[src/rtl/uart_rx_status.sv]
module uart_rx_status #(
  parameter int DEPTH = 4,
  parameter int DW    = 8
) (
  input  logic          clk,
  input  logic          rst_n,
  input  logic          rx_valid,
  input  logic [DW-1:0] rx_data,
  input  logic          rx_par,
  input  logic          rx_stop,
  input  logic          par_en,
  input  logic          par_odd,
  input  logic          data_rd,
  input  logic          stat_rd,
  input  logic          err_clr,
  input  logic          io_stop,
  input  logic          dcd_n,
  input  logic          dcd_auto,
  input  logic          rx_ie,
  input  logic          dma_rx_sel,
  output logic [DW-1:0] rx_dout,
  output logic          st_ready,
  output logic          st_ovrn,
  output logic          st_perr,
  output logic          st_ferr,
  output logic          st_dcd,
  output logic          rx_irq
);
  localparam int AW = (DEPTH > 1) ? $clog2(DEPTH) : 1;
  localparam int CW = AW + 1;
  localparam int EW = DW + 2;

  logic [EW-1:0] mem [DEPTH];
  logic [AW-1:0] rd_ptr, wr_ptr;
  logic [CW-1:0] count;

  logic          full, pop, push, head_new, clr_err, clr_ovr;
  logic          in_pe, in_fe;
  logic [EW-1:0] in_entry, next_head;

  assign full     = (count == CW'(DEPTH));
  assign pop      = data_rd && (count != '0) && !io_stop;
  assign push     = rx_valid && !io_stop && (!full || pop);
  assign in_pe    = par_en && ((^{rx_data, rx_par}) != par_odd);
  assign in_fe    = !rx_stop;
  assign in_entry = {in_pe, in_fe, rx_data};

  assign head_new  = (push && count == '0) || (pop && (count > CW'(1) || push));
  assign next_head = (pop && count > CW'(1)) ? mem[AW'(rd_ptr + 1'b1)] : in_entry;

  assign clr_ovr = err_clr || io_stop;
  assign clr_err = clr_ovr || (dcd_auto && dcd_n);

  always_ff @(posedge clk) begin
    if (push) mem[wr_ptr] <= in_entry;
  end

  always_ff @(posedge clk) begin
    if (!rst_n || io_stop) begin
      rd_ptr <= '0;
      wr_ptr <= '0;
      count  <= '0;
    end else begin
      if (push) wr_ptr <= AW'(wr_ptr + 1'b1);
      if (pop)  rd_ptr <= AW'(rd_ptr + 1'b1);
      count <= count + CW'(push) - CW'(pop);
    end
  end

  always_ff @(posedge clk) begin
    if (!rst_n) begin
      st_ovrn <= 1'b0;
      st_perr <= 1'b0;
      st_ferr <= 1'b0;
      st_dcd  <= 1'b0;
    end else begin
      if (clr_ovr)                        st_ovrn <= 1'b0;
      else if (rx_valid && !push)         st_ovrn <= 1'b1;
      if (clr_err)                        st_perr <= 1'b0;
      else if (head_new && next_head[DW+1]) st_perr <= 1'b1;
      if (clr_err)                        st_ferr <= 1'b0;
      else if (head_new && next_head[DW])   st_ferr <= 1'b1;
      if (dcd_n)                          st_dcd  <= 1'b1;
      else if (stat_rd)                   st_dcd  <= 1'b0;
    end
  end

  assign rx_dout  = mem[rd_ptr][DW-1:0];
  assign st_ready = (count != '0);
  assign rx_irq   = rx_ie && ((st_ready && !dma_rx_sel) || st_ovrn || st_perr || st_ferr || st_dcd);

  assert_count_bound_R2: assert property (@(posedge clk) disable iff (!rst_n)
    count <= CW'(DEPTH));

  assert_overrun_set_R2: assert property (@(posedge clk) disable iff (!rst_n)
    (rx_valid && full && !data_rd && !io_stop && !err_clr) |=> st_ovrn);

  assert_pop_drops_one_R1: assert property (@(posedge clk) disable iff (!rst_n)
    (pop && !push) |=> (count == $past(count) - CW'(1)));

  assert_clear_wins_R6: assert property (@(posedge clk) disable iff (!rst_n)
    err_clr |=> (!st_perr && !st_ferr && !st_ovrn));

  assert_stop_flush_R7: assert property (@(posedge clk) disable iff (!rst_n)
    io_stop |=> (!st_ready && !st_ovrn));

  assert_dcd_hold_clear_R8: assert property (@(posedge clk) disable iff (!rst_n)
    (dcd_auto && dcd_n) |=> (!st_perr && !st_ferr));

  assert_dcd_high_R9: assert property (@(posedge clk) disable iff (!rst_n)
    dcd_n |=> st_dcd);

  assert_irq_gate_R10: assert property (@(posedge clk) disable iff (!rst_n)
    !rx_ie |-> !rx_irq);
endmodule

[config.mk]
export PLATFORM = sky130hd
export DESIGN_NAME = uart_rx_status
export DESIGN_NICKNAME = d
export VERILOG_FILES = /design/src/rtl/uart_rx_status.sv
export SDC_FILE = /design/constraint.sdc
export NUM_CORES = 1
export LEC_CHECK = 0
export ABC_AREA = 1
export BUFFER_PORTS_ARGS = -buffer_cell sky130_fd_sc_hd__buf_2
export CAP_MARGIN = 20
export CORE_MARGIN = 2
export CORE_UTILIZATION = 56
export CTS_CLUSTER_DIAMETER = 200
export DETAILED_ROUTE_END_ITERATION = 10
export GPL_TIMING_DRIVEN = 0
export HOLD_SLACK_MARGIN = 0.06
export PLACE_DENSITY = 0.89
export SLEW_MARGIN = 25
export SYNTH_ARGS = -nofsm -noshare
export SYNTH_HDL_FRONTEND = slang
export SYNTH_SLANG_ARGS = --single-unit
[constraint.sdc]
create_clock -name clk -period 2.55 [get_ports clk]
set_input_delay 0.51 -clock clk [delete_from_list [all_inputs] [get_ports clk]]
set_output_delay 0.51 -clock clk [all_outputs]
set_load 0.05 [all_outputs]
Yosys cells after proc, flatten, opt, wreduce, memory -nomap -nowiden
Memory sizes are Yosys's and may differ from the RTL's. A register that Yosys moved wholly into a read port is not among the register bits.
Cells that the tools add are included.
{"block": "totals", "mem_bits_rw": 40, "mem_bits_ro": 0, "mem_count": 1, "latchBits": 0, "inputBits": 23, "ff_bits": 11}
{"block": "op_classes", "n_reduce_logical": 36, "addsub": 4, "eq_ne": 2, "n_mux": 7, "mul": 0, "bitwise_logic": 1, "n_shift": 0, "n_div": 0, "order_cmp": 1}
{"name": "mem", "words": 4, "width": 10, "rd": 2, "rd_ports_with_merged_regs": 1, "wr": 1, "line": "33", "text": "logic [EW-1:0] mem [DEPTH];"}
{"operator": "1-bit logical AND", "count": 14}
{"operator": "1-bit logical OR", "count": 10}
{"operator": "10-bit 2-to-1 mux", "count": 1}
{"operator": "9-bit parity", "count": 1}
{"operator": "1-bit zero test", "count": 6}
{"operator": "2-bit by 1-bit adder with 2-bit output (second input constant)", "count": 2}
{"operator": "1-bit 2-to-1 mux", "count": 4}
{"operator": "2-bit 2-to-1 mux", "count": 2}
{"operator": "2-bit OR reduction", "count": 2}
{"operator": "3-bit by 1-bit adder with 3-bit output", "count": 1}
{"operator": "3-bit == test (second input constant)", "count": 1}
{"operator": "3-bit by 1-bit greater-than comparator with 1-bit output (second input constant)", "count": 1}
{"operator": "3-bit zero test", "count": 1}
{"operator": "3-bit nonzero test", "count": 1}
{"operator": "3-bit by 1-bit subtractor with 3-bit output", "count": 1}
{"operator": "2-bit nonzero test", "count": 1}
{"operator": "1-bit inequality test", "count": 1}
{"operator": "1-bit NOT", "count": 1}

Longest topological paths before layout
{"block": "logic_depth", "ltp_word": 9, "mapped_depth": 12}

Least setup slack after synthesis
Ideal clock, no wire load.
{"block": "synth_path", "path_kind": "register -> output", "start": "reg with a tool-made name", "end": "out rx_dout[2]", "stages_incl_launch_ff": 5, "t_arrival_ns": 1.489, "slack_ns": 0.551, "path_cell_list": "dfxtp_1 > inv_1 > buf_2 > o21ai_0 > o22ai_1"}
{"element": "to (decl)", "line": "21", "text": "output logic [DW-1:0] rx_dout,"}

==> impl_metrics.tcl <==
set metrics [dict create \
    status "finished clean" \
    antenna_found_initial 0 \
    cts_hold_buffers 0 \
    crit_buf_inv 3 \
    layout_commonest_cell "edfxtp_1" \
    clock_latency_ps 310 \
    power_density_mw_per_mm2 580 \
    pin_count 37 \
    dieArea_mm2 0.00481 \
    synth-seq-cells 53 \
    hold_path.class "in2reg" \
    grt_use_met2_pct 34.2 \
    num_rows 23 \
    yosys-mux-area-fraction_pct 0.419 \
    cpMostUsedCell "buf_2" \
    synthXorXnorAreaFrac_pct 1.47 \
    slowest_stage "dfxtp_1" \
    setup-tns-final_ps 0 \
    skew_ps 5.80 \
    syn_area_per_cell_um2 10.3 \
    post_cts_buffers 0 \
    firstDrtPassIters 4 \
    met3_usage_pct 4.36 \
    place_area_mm2 0.00263 \
    ant_nets 0 \
    routedWlPerCell_um 13.5 \
    power_w 0.00157 \
    grt_pass1_wl_um 7570 \
    vias 1693 \
    critPathLaunchType "flop" \
    synth_area_mm2 0.00239 \
    slew_violations 0 \
    grt_overflow 0 \
    vias_per_cell 5.18 \
    drive_above_1_share_pct 22.4 \
    cap_viol_max_count 0 \
    yosysWarnings 0 \
    cts.repair.resized 0 \
    drtIter0Drc 75 \
    gr-usage-met1_pct 24.6 \
    initial_core_util_pct 58.9 \
    synth_top_family_by_area "simple AND/OR/NAND/NOR gates" \
    crit_family "buffers and inverters" \
    ir_drop_v 0.000430 \
    fmax_mhz 438 \
    drt_wl_total_um 4430 \
    slowest_delay_ps 400 \
    cts_tree "built" \
    hold_viol_final 0 \
    core_mm2 0.00406 \
    gp_congestion 0.810 \
    required_ps 2040 \
    areaGrowthSynthToFinish_pct 13.6 \
    clockBufferDepth 2 \
    die_x_um 69.3 \
    path_class "reg2out" \
    dp.cells 319 \
    synth_edf_count 40 \
    synth_adder_area_share_pct 4.50 \
    final_cell_mix "edfxtp_1 (40), buf_2 (38), inv_1 (32), nor2_1 (32), nand2_1 (32)" \
    dp_hpwl_um 3230 \
    root_buffer "clkbuf_8" \
    path_clk_slew_ps 80 \
    fin_area_mm2 0.00272 \
    p_leak_nw 1.16 \
    syn_nets 264 \
    ys_types 30 \
    antenna_cells 0 \
    io_buffers 36 \
    fin_cells 327 \
    die_y_um 69.3 \
    grt_pass1_vias 1682 \
    end_kind "output pin" \
    synth_cells 233 \
    grt_start_max_net_pins 16 \
    rsz0062_at_grt "false" \
    crit_chain "inv_1, buf_2, nor2_1, o22ai_1, buf_2" \
    seq_area_frac_synth_pct 61.2 \
    cts_made_buffers 5 \
    nNetsFinal 307 \
    worst_pin_slew_ps 944 \
    synth_flop_cell "edfxtp_1" \
    slew_headroom_pct 36.9 \
    synth_compound_area_share_pct 10.6 \
    async_reset_ff_share_pct 0 \
    numClockSinks 53 \
    grtUsageTotal_pct 20.2 \
    htree_levels 2 \
    worstPathArrival_ps 1770 \
    top_usage_layer "met2" \
    path_max_fanout 10 \
    finalSetupViolCount 0 \
    drc_errors 0 \
    whs_ps 380 \
    fin_crit_ps 2280 \
    synthSimpleGateAreaFrac_pct 15.3 \
    finalCritPeriodShare_pct 89.6 \
]
==> area by class of cell <==
type	instances	area, um^2
Fill cell	296	1340
Buffer	2	10.0
Inverter	39	146
Timing Repair Buffer	36	180
Clock inverter	2	10.0
Multi-Input combinational cell	139	772
Clock buffer	6	72.6
Sequential cell	53	1460
Tap cell	50	62.6
==> kinds of logic after synthesis <==
kind of cell | count (synthesis)
compound gates | 45
xor+xnor | 4
fa+ha+maj | 8
buf+inv | 41
flops | 53
mux | 1
simple gates | 81
==> cells in the mapped netlist, types with 2 or more instances <==
master	number	share of area [%]
edfxtp_1	40	50
inv_1	32	5.0
nand2_1	32	5.0
nor2_1	32	5.0
o21ai_0	19	4.0
dfxtp_1	13	11
a21oi_1	10	2.1
o22ai_1	10	2.6
ha_1	7	3.7
inv_2	7	1.1
nand3_1	7	1.5
buf_2	2	0.42
nand2_2	2	0.52
nor2_2	2	0.52
xnor2_1	2	0.73
xor2_1	2	0.73
==> where the power goes <==
part | internal (W) | switching, W
sequential | 0.000945 | 0.00000713
clock | 0.000191 | 0.000253
combinational | 0.0000548 | 0.000124
==> state kept, by name (all words and copies together) (netlist names), named ones only <==
name and count:
st_dcd 1, wr_ptr 2, rd_ptr 2, st_ferr 1
st_ovrn 1, st_perr 1, count 3, mem 40
==> worst paths after layout <==
check	from	to	slack, ps	cells past startpoint
min reg2reg	st_ferr$_SDFFE_PP0P_	st_ferr$_SDFFE_PP0P_	480	2
max	flop	rx_dout[7]	270	5
max reg2reg	count[0]$_SDFF_PP0_	count[2]$_SDFF_PP0_	440	11
min	err_clr	st_ovrn$_SDFFE_PP0P_	380	2
==> metrics by stage <==
step                worst slack, ps  utilization (%)
global route                    163             66.9
global placement                309             64.9
finish                          266             66.9
floorplan                       551                -
detailed placement              258             64.9
CTS                             284             66.9
==> layer usage <==
layer / vias to the layer above / wire (um)
met3: 8 / 189
met1: 780 / 1910
met5: - / 0
li1: 863 / -
met4: 0 / 80
met2: 42 / 2250
==> worst reg2reg max path: stages, from the launching register on <==
cell	delay, ps
dfxtp_1	410
nor2_2	80
nand2_1	70
nand2_1	90
nor2_2	130
inv_2	100
ha_1	290
inv_1	40
ha_1	180
fa_1	370
xor2_1	170
nor2_1	110
No activity file was read; power rests on OpenSTA's default activity.
